==> src/rtl/ptw_pkg.sv <==
package ptw_pkg;
    typedef enum logic [2:0] {
        ST_IDLE,
        ST_RD_REQ,
        ST_RD_WAIT,
        ST_WB_REQ,
        ST_DONE
    } walk_state_t;

    // Entry flag positions
    localparam int PTE_PRESENT_BIT  = 0;
    localparam int PTE_ACCESSED_BIT = 5;
    localparam int PTE_LARGE_BIT    = 7;
endpackage

==> src/rtl/ptw_index.sv <==
module ptw_index #(
    parameter int VA_W        = 48,
    parameter int PA_W        = 52,
    parameter int OFF_W       = 12,
    parameter int IDX_W       = 9,
    parameter int LEVELS      = 4,
    parameter int ENTRY_BYTES = 8,
    localparam int LVL_W      = $clog2(LEVELS)
) (
    input  logic [VA_W-1:0]  va,
    input  logic [LVL_W-1:0] level,
    input  logic [PA_W-1:0]  table_base,
    output logic [PA_W-1:0]  entry_addr
);
    localparam int ESH = $clog2(ENTRY_BYTES);

    logic [IDX_W-1:0] idx_arr [LEVELS];

    // Level 0 takes the most significant slice
    for (genvar g = 0; g < LEVELS; g++) begin : g_slice
        assign idx_arr[g] = va[OFF_W + (LEVELS-1-g)*IDX_W +: IDX_W];
    end

    assign entry_addr = table_base + (PA_W'(idx_arr[level]) << ESH);
endmodule

==> src/rtl/ptw_entry_dec.sv <==
module ptw_entry_dec #(
    parameter int PA_W        = 52,
    parameter int OFF_W       = 12,
    parameter int IDX_W       = 9,
    parameter int LEVELS      = 4,
    parameter int ENTRY_W     = 64,
    parameter int LARGE_LEVEL = 2,
    localparam int LVL_W      = $clog2(LEVELS),
    localparam int BIG_OFF_W  = OFF_W + IDX_W
) (
    input  logic [ENTRY_W-1:0]   entry,
    input  logic [LVL_W-1:0]     level,
    input  logic [BIG_OFF_W-1:0] va_low,
    output logic                 present,
    output logic                 accessed,
    output logic                 is_large,
    output logic                 is_leaf,
    output logic [PA_W-1:0]      next_base,
    output logic [PA_W-1:0]      leaf_pa,
    output logic [ENTRY_W-1:0]   wb_data
);
    import ptw_pkg::*;

    assign present   = entry[PTE_PRESENT_BIT];
    assign accessed  = entry[PTE_ACCESSED_BIT];
    assign is_large  = entry[PTE_LARGE_BIT] && (level == LVL_W'(LARGE_LEVEL));
    assign is_leaf   = is_large || (level == LVL_W'(LEVELS-1));
    assign next_base = {entry[PA_W-1:OFF_W], {OFF_W{1'b0}}};
    assign leaf_pa   = is_large ? {entry[PA_W-1:BIG_OFF_W], va_low}
                                : {entry[PA_W-1:OFF_W], va_low[OFF_W-1:0]};
    assign wb_data   = entry | (ENTRY_W'(1) << PTE_ACCESSED_BIT);
endmodule

==> src/rtl/ptw_core.sv <==
module ptw_core #(
    parameter int VA_W        = 48,
    parameter int PA_W        = 52,
    parameter int OFF_W       = 12,
    parameter int IDX_W       = 9,
    parameter int LEVELS      = 4,
    parameter int ENTRY_W     = 64,
    parameter int LARGE_LEVEL = 2,
    localparam int LVL_W      = $clog2(LEVELS),
    localparam int BIG_OFF_W  = OFF_W + IDX_W
) (
    input  logic               clk,
    input  logic               rst_n,
    input  logic [PA_W-1:0]    root_base,
    input  logic               req_valid,
    input  logic [VA_W-1:0]    req_va,
    output logic               req_ready,
    output logic               mem_req_valid,
    input  logic               mem_req_ready,
    output logic               mem_req_write,
    output logic [PA_W-1:0]    mem_req_addr,
    output logic [ENTRY_W-1:0] mem_req_wdata,
    input  logic               mem_rsp_valid,
    input  logic [ENTRY_W-1:0] mem_rsp_rdata,
    output logic               done_valid,
    output logic               done_fault,
    output logic [LVL_W-1:0]   done_level,
    output logic [PA_W-1:0]    done_pa,
    output logic               done_large
);
    import ptw_pkg::*;

    walk_state_t state_q, state_d;

    logic [VA_W-1:0]    va_q;
    logic [PA_W-1:0]    base_q;
    logic [LVL_W-1:0]   level_q;
    logic               fault_q;
    logic               large_q;
    logic [PA_W-1:0]    pa_q;
    logic [ENTRY_W-1:0] wb_q;

    logic [PA_W-1:0]    entry_addr;
    logic               d_present, d_accessed, d_large, d_leaf;
    logic [PA_W-1:0]    d_next_base, d_leaf_pa;
    logic [ENTRY_W-1:0] d_wb_data;

    ptw_index #(
        .VA_W(VA_W), .PA_W(PA_W), .OFF_W(OFF_W), .IDX_W(IDX_W),
        .LEVELS(LEVELS), .ENTRY_BYTES(ENTRY_W/8)
    ) u_index (
        .va         (va_q),
        .level      (level_q),
        .table_base (base_q),
        .entry_addr (entry_addr)
    );

    ptw_entry_dec #(
        .PA_W(PA_W), .OFF_W(OFF_W), .IDX_W(IDX_W), .LEVELS(LEVELS),
        .ENTRY_W(ENTRY_W), .LARGE_LEVEL(LARGE_LEVEL)
    ) u_dec (
        .entry     (mem_rsp_rdata),
        .level     (level_q),
        .va_low    (va_q[BIG_OFF_W-1:0]),
        .present   (d_present),
        .accessed  (d_accessed),
        .is_large  (d_large),
        .is_leaf   (d_leaf),
        .next_base (d_next_base),
        .leaf_pa   (d_leaf_pa),
        .wb_data   (d_wb_data)
    );

    // State register
    always_ff @(posedge clk) begin
        if (!rst_n) state_q <= ST_IDLE;
        else        state_q <= state_d;
    end

    // Transitions
    always_comb begin
        state_d = state_q;
        unique case (state_q)
            ST_IDLE:    if (req_valid)     state_d = ST_RD_REQ;   // accept
            ST_RD_REQ:  if (mem_req_ready) state_d = ST_RD_WAIT;  // issue
            ST_RD_WAIT: if (mem_rsp_valid) begin
                if (!d_present)     state_d = ST_DONE;            // fault
                else if (!d_leaf)   state_d = ST_RD_REQ;          // descend
                else if (d_accessed) state_d = ST_DONE;           // leaf-clean
                else                state_d = ST_WB_REQ;          // leaf-dirty
            end
            ST_WB_REQ:  if (mem_req_ready) state_d = ST_DONE;     // written
            ST_DONE:                       state_d = ST_IDLE;     // retire
            default:                       state_d = ST_IDLE;
        endcase
    end

    // Walk datapath
    always_ff @(posedge clk) begin
        if (!rst_n) begin
            va_q    <= '0;
            base_q  <= '0;
            level_q <= '0;
            fault_q <= 1'b0;
            large_q <= 1'b0;
            pa_q    <= '0;
            wb_q    <= '0;
        end else if (state_q == ST_IDLE && req_valid) begin
            va_q    <= req_va;
            base_q  <= root_base;
            level_q <= '0;
            fault_q <= 1'b0;
            large_q <= 1'b0;
            pa_q    <= '0;
        end else if (state_q == ST_RD_WAIT && mem_rsp_valid) begin
            if (!d_present) begin
                fault_q <= 1'b1;
            end else if (d_leaf) begin
                pa_q    <= d_leaf_pa;
                large_q <= d_large;
                wb_q    <= d_wb_data;
            end else begin
                base_q  <= d_next_base;
                level_q <= level_q + LVL_W'(1);
            end
        end
    end

    // Outputs
    always_comb begin
        req_ready     = (state_q == ST_IDLE);
        mem_req_valid = (state_q == ST_RD_REQ) || (state_q == ST_WB_REQ);
        mem_req_write = (state_q == ST_WB_REQ);
        mem_req_addr  = entry_addr;
        mem_req_wdata = (state_q == ST_WB_REQ) ? wb_q : '0;
        done_valid    = (state_q == ST_DONE);
        done_fault    = fault_q;
        done_level    = level_q;
        done_pa       = pa_q;
        done_large    = large_q;
    end
endmodule

==> config.mk <==
export PLATFORM = sky130hd
export DESIGN_NAME = ptw_core
export DESIGN_NICKNAME = d
export VERILOG_FILES = /design/src/rtl/ptw_pkg.sv /design/src/rtl/ptw_index.sv /design/src/rtl/ptw_entry_dec.sv /design/src/rtl/ptw_core.sv
export SDC_FILE = /design/constraint.sdc
export NUM_CORES = 1
export LEC_CHECK = 0
export CAP_MARGIN = 20
export CORE_MARGIN = 1.5
export CORE_UTILIZATION = 44
export CTS_CLUSTER_SIZE = 12
export DETAILED_ROUTE_END_ITERATION = 8
export PLACE_DENSITY = 0.78
export SETUP_SLACK_MARGIN = 0.02
export SYNTH_ARGS = -nofsm -noshare
export SYNTH_HDL_FRONTEND = slang
export SYNTH_SLANG_ARGS = --single-unit
==> constraint.sdc <==
create_clock -name clk -period 5.35 [get_ports clk]
set_input_delay 1.07 -clock clk [delete_from_list [all_inputs] [get_ports clk]]
set_output_delay 1.07 -clock clk [all_outputs]
set_load 0.005 [all_outputs]
# After elaboration in Yosys (flattened, before gate mapping)
# Cells that the tools add are included.
# Widths: inputs -> output; s select.
# op_classes
addsub	2
magnitude_cmp	1
eq_ne	11
mux	17
n_bitwise	5
reduce_logical	15
# ops
operator	n
$mux 52	4
$mux 64	1
$add 52x12->52	1
$mux 21	1
$mux 3	7
$bmux 9 s2	1
$mux 9	2
$pmux 3 s4	1
$reduce_and 3->1	3
$ne 2x2->1 const B	4
$reduce_and 4->1	2
$eq 3x2->1 const B	2
$eq 2x2->1 const B	2
$not 1->1	4
$reduce_bool 2->1	2
$eq 3x1->1 const B	1
$eq 3x3->1 const B	1
$ge 3x3->1 const B	1
$logic_and 1x1->1	3
$logic_not 3->1	1
$not 2->3	1
$add 2x1->2 const B	1
$logic_or 1x1->1	2
$ne 2x1->1 const B	1
other kinds (2)	2
# totals
register_bits	223
in_bits	169
out_inout_bits	176
wordCells	59

# Depth between registers and ports, before layout
# depth
word_depth	7
mapped_depth	11
depth_no_buf	9

# Modules after synthesis
# Synthesis repeated with hierarchy kept, for this count alone.
# unflattened
cells_unflattened	1541
hier_area_um2	12455.7
# by_module_without_submodules
module	instances	cells_per_inst	area_per_inst_um2	seq_area_each_um2
ptw_core	1	1165	9460.3	4464.3
ptw_index	1	200	1614.0	0.0
ptw_entry_dec	1	176	1381.3	0.0

# Worst setup path before layout
# No wires, ideal clock.
# synth_timing
path_kind	flip-flop to output port
startpoint	register level_q[0], in the netlist done_level[0]
endpoint	output mem_req_addr[47]
arrival_time_ns	3.149
setup_slack_ns	1.131
path_stages_with_launch	11
n_path_buf	2
cell_sequence	dfxtp_1 clkbuf_1 mux4_2 ha_1 nand4_1 a211o_1 a31o_1 buf_6 nor3_4 nand3_1 xnor2_1
# synth_between
elab_chain_len	5
# synth_rtl
item	line	rtl
start, declared	ptw_core.sv:37	logic [LVL_W-1:0] level_q;
start signal, assigned	ptw_core.sv:124	level_q <= level_q + LVL_W'(1);
$not 2->3 (not written as such)	ptw_index.sv:24	assign entry_addr = table_base + (PA_W'(idx_arr[level]) << ESH);
$bmux 9 s2	ptw_index.sv:24	
$mux 9 (not written as such) (2 in series)	ptw_index.sv:24	
$add 52x12->52	ptw_index.sv:24	
end, declared	ptw_core.sv:21	output logic [PA_W-1:0] mem_req_addr,
# No other way between the ends. The select of a mux whose other input is x is not followed.

# Worst setup path after layout
# layout_timing
startpoint	register level_q[0], in the netlist done_level[0]
endpoint	output mem_req_addr[31]
# The elaborated chain is that of the path after synthesis.

==> metrics.txt <==
status complete, no violations; drt pass-1 iters 5; Finish-stage setup viols 0; multi-input logic area 5440 sq um; Congestion Overflow GR 0; sequential fraction of the synthesis area a little over two fifths; total track usage approximately 28%; htree depth 1; fin crit period approximately 5.1 ns; number of global-route vias before repair 9738; Avg Vias per Cell 5.44; Rows 55; fraction of registers with async set/reset 0%; Slew @ Worst Pin around 1.1 ns; Synth area leader dfxtp_1; clock sink count between 200 and 250; part of the cycle the worst path needs a little over nine tenths; Fin. Hold Viols 0; first-pass GRT wire length roughly 54000 microns; post-synthesis cell type count between 40 and 50; grt met2 use about 48%; CTS Buf Count 24; Endpoint, Worst Hold done_pa[5]; Fillers just under 2000; pin count of the biggest net entering global routing 94; minimum hold slack between 0.4 and 0.5 ns; FF-to-FF path depth 8; total power draw 0.00414 W; Setup TNS Final 0 ns; layout cells sized above 1 between 4 and 5%; crit-path cells buf_4 -> mux4_2 -> ha_2 -> nand4_1 -> a211o_1 -> a31o_2 -> nor2_2 -> and3_1 -> xor2_1 -> clkdlybuf4s50_1; core area roughly 23000 sq um; via count between 10000 and 15000; gp weighted congestion 0.934; Syn Inst Count 1262; worst hold path depth 2; Startpoint Class flip-flop; FF-to-FF setup slack around 2.2 ns; RR Startpoint done_level[0]; DR DRC count 0; Crit path buffers/inverters 2; FF/Latch Area roughly 4400 sq um; worst r2r dst wb_q[31]; unrepaired setup endpoints after global routing no; Area contributors post-synth dfxtp_1 43%, nand2_1 13%, a21boi_0 8.9%, nand3_1 5.5%, and3_1 4.7%; Ports approximately 350; Placed Instances 1825; fmax roughly 0.19 GHz; fin cells around 1900; Slew Limit Fails 0; arrival time worst endpoint ~4.1 ns; Worst Skew about 0.0062 ns; Clock Tree Buf Depth 3; Final Util between 60% and 70%; VDD IR max approximately 0.00018 V; Main synth FF type dfxtp_1; EDFF count, synth 0; Die Y around 160 microns; Synth warnings 0; nature of the critical path endpoint output pin; top-area cell type share of the netlist area between 40% and 50%; CP peak stage delay ~0.58 ns; Die ar. about 24000 sq um; drt first-iter violations around 750; slowest CP cell clkdlybuf4s50_1; Leak roughly 5.9 nW; net count after synthesis ~1400; Starting Density between 40% and 50%; Post-Syn Area around 10000 sq um; CP required about 4.3 ns; clk slew on worst S/H paths about 0.060 ns; met3 GRT Util about 4.3%; Hold/Removal Path Class reg2reg; Net count, final ~1700; #FFs+latches synth between 200 and 250; global-route met1 utilization a little over a third; clock latency on the worst-skew pair 0.51 ns; clock root cell clkbuf_16; Die X 156 microns; CTS tree yes; GR peak layer met2; crit path kind reg2out; Wirelength per Cell around 19 microns; max-cap violations 0; Cell Pwr Density ~280 nW/um^2; P&R area growth vs syn 42.4%; initial antenna violation count 1; crit-path max FO 8; Port Buf Inserts 344; CP delay by family, top buffers and inverters; detailed placement HPWL between 20000 and 25000 microns; relative slew slack 27.7%; hold wc startpoint va_q[5]; Syn Area/Cell 8.16 sq um; post-route ant nets 0; total wire length ~35000 microns
[logic make-up (layout without fill, tap and decap cells)]
logic type	after synthesis	count (layout)	synth area share, %
buffers and inverters	113	404	4.49
AO/OA/AOI/OAI	242	242	17.3
other	0	1	0
adder cells (fa/ha/maj)	12	12	1.53
AND/OR/NAND/NOR	607	607	26.6
XOR/XNOR	48	48	4.08
flip-flops	222	222	43.2
multiplexers	18	18	2.84
[worst min-delay path, stage by stage, from the launching register on]
cell and delay, ns:
dfxtp_1 0.31, nand2_1 0.05, a21oi_1 0.05
[routing by layer]
layer	wire (microns)	vias to the layer above	share of wire, %
met5	0	-	0
met4	1520	0	4.3
met3	2370	88	6.8
met2	16700	456	48
met1	14400	4749	41
li1	-	4861	-
[cells in the mapped netlist, types with 4 or more instances]
library cell	instances
xor2_1	17
and3_1	77
a21boi_0	122
nand3_1	114
mux2i_1	9
dfxtp_1	222
ha_1	11
buf_2	12
and2_1	5
a211oi_1	9
nand2_1	349
nand4_1	11
nand2b_1	5
nor2_1	25
inv_1	5
mux4_2	9
buf_1	5
a21oi_1	54
nor3_1	8
o211a_1	40
and4_1	4
xnor2_1	31
buf_4	4
clkbuf_1	86
[placed cells by master, fill, tap and decap left out, types with 2 or more instances in the layout]
cell type / count
a211o_1: 3
a211oi_1: 9
a21boi_0: 122
a21o_1: 2
a21oi_1: 52
a31oi_1: 2
and2_1: 3
and3_1: 77
and4_1: 3
buf_4: 14
clkbuf_1: 6
clkbuf_16: 25
clkbuf_8: 6
clkdlybuf4s50_1: 343
dfxtp_1: 220
dfxtp_2: 2
ha_1: 10
inv_1: 5
mux2i_1: 9
mux4_2: 9
nand2_1: 345
nand2_2: 2
nand2_4: 2
nand2b_1: 5
nand3_1: 114
nand4_1: 11
nor2_1: 24
nor2b_1: 2
nor3_1: 8
o211a_1: 40
o21a_1: 2
o21ai_0: 2
or3_1: 2
xnor2_1: 31
xor2_1: 17
[report_power, final]
part / switching [W] / internal (W)
clock network: 0.000655 / 0.000979
registers: 0.0000900 / 0.00174
logic: 0.000325 / 0.000358
[layout make-up]
cell class / instances / share of cell area [%]
Antenna cell: 1 / 0.0171
Clock buffer: 37 / 4.98
Clock inverter: 3 / 0.290
Inverter: 5 / 0.128
Multi-Input combinational cell: 927 / 37.1
Sequential cell: 222 / 30.3
Tap cell: 313 / 2.67
Timing Repair Buffer: 359 / 24.5
[metrics by stage]
stage / cell area [sq um] / setup slack [ns]
2_1_floorplan: 10300 / 1.13
3_3_place_gp: 13800 / 0.554
3_5_place_dp: 13900 / 0.470
4_1_cts: 14600 / 0.0562
5_1_grt: 14700 / 0.0278
6_report: 14700 / 0.216
[sequential cells by signal, indices dropped and copies added, names as in the netlist]
name	cells
done_pa	52
done_fault	1
base_q	52
wb_q	63
va_q	48
state_q	3
done_level	2
done_large	1
[repair_timing]
item | CTS | global route
resized for setup | 1 | 4
endpoints found under the setup margin | 9 | 16
buffers inserted | 1 | 0
hold buffers | 0 | 0
pin swaps | 1 | 0
[worst max path at each step]
| stage | startpoint | end | slack [ns] | cells after the start |
|---|---|---|---|---|
| floorplan | done_level[0] | mem_req_addr[47] | 1.13 | 10 |
| global placement | done_level[0] | mem_req_addr[47] | 0.55 | 10 |
| detailed placement | done_level[0] | mem_req_addr[45] | 0.47 | 10 |
| CTS | done_level[0] | mem_req_addr[31] | 0.06 | 10 |
| global route | done_level[0] | mem_req_addr[31] | 0.03 | 10 |
| finish | done_level[0] | mem_req_addr[31] | 0.22 | 10 |
Power figures use the tool's default switching activity.
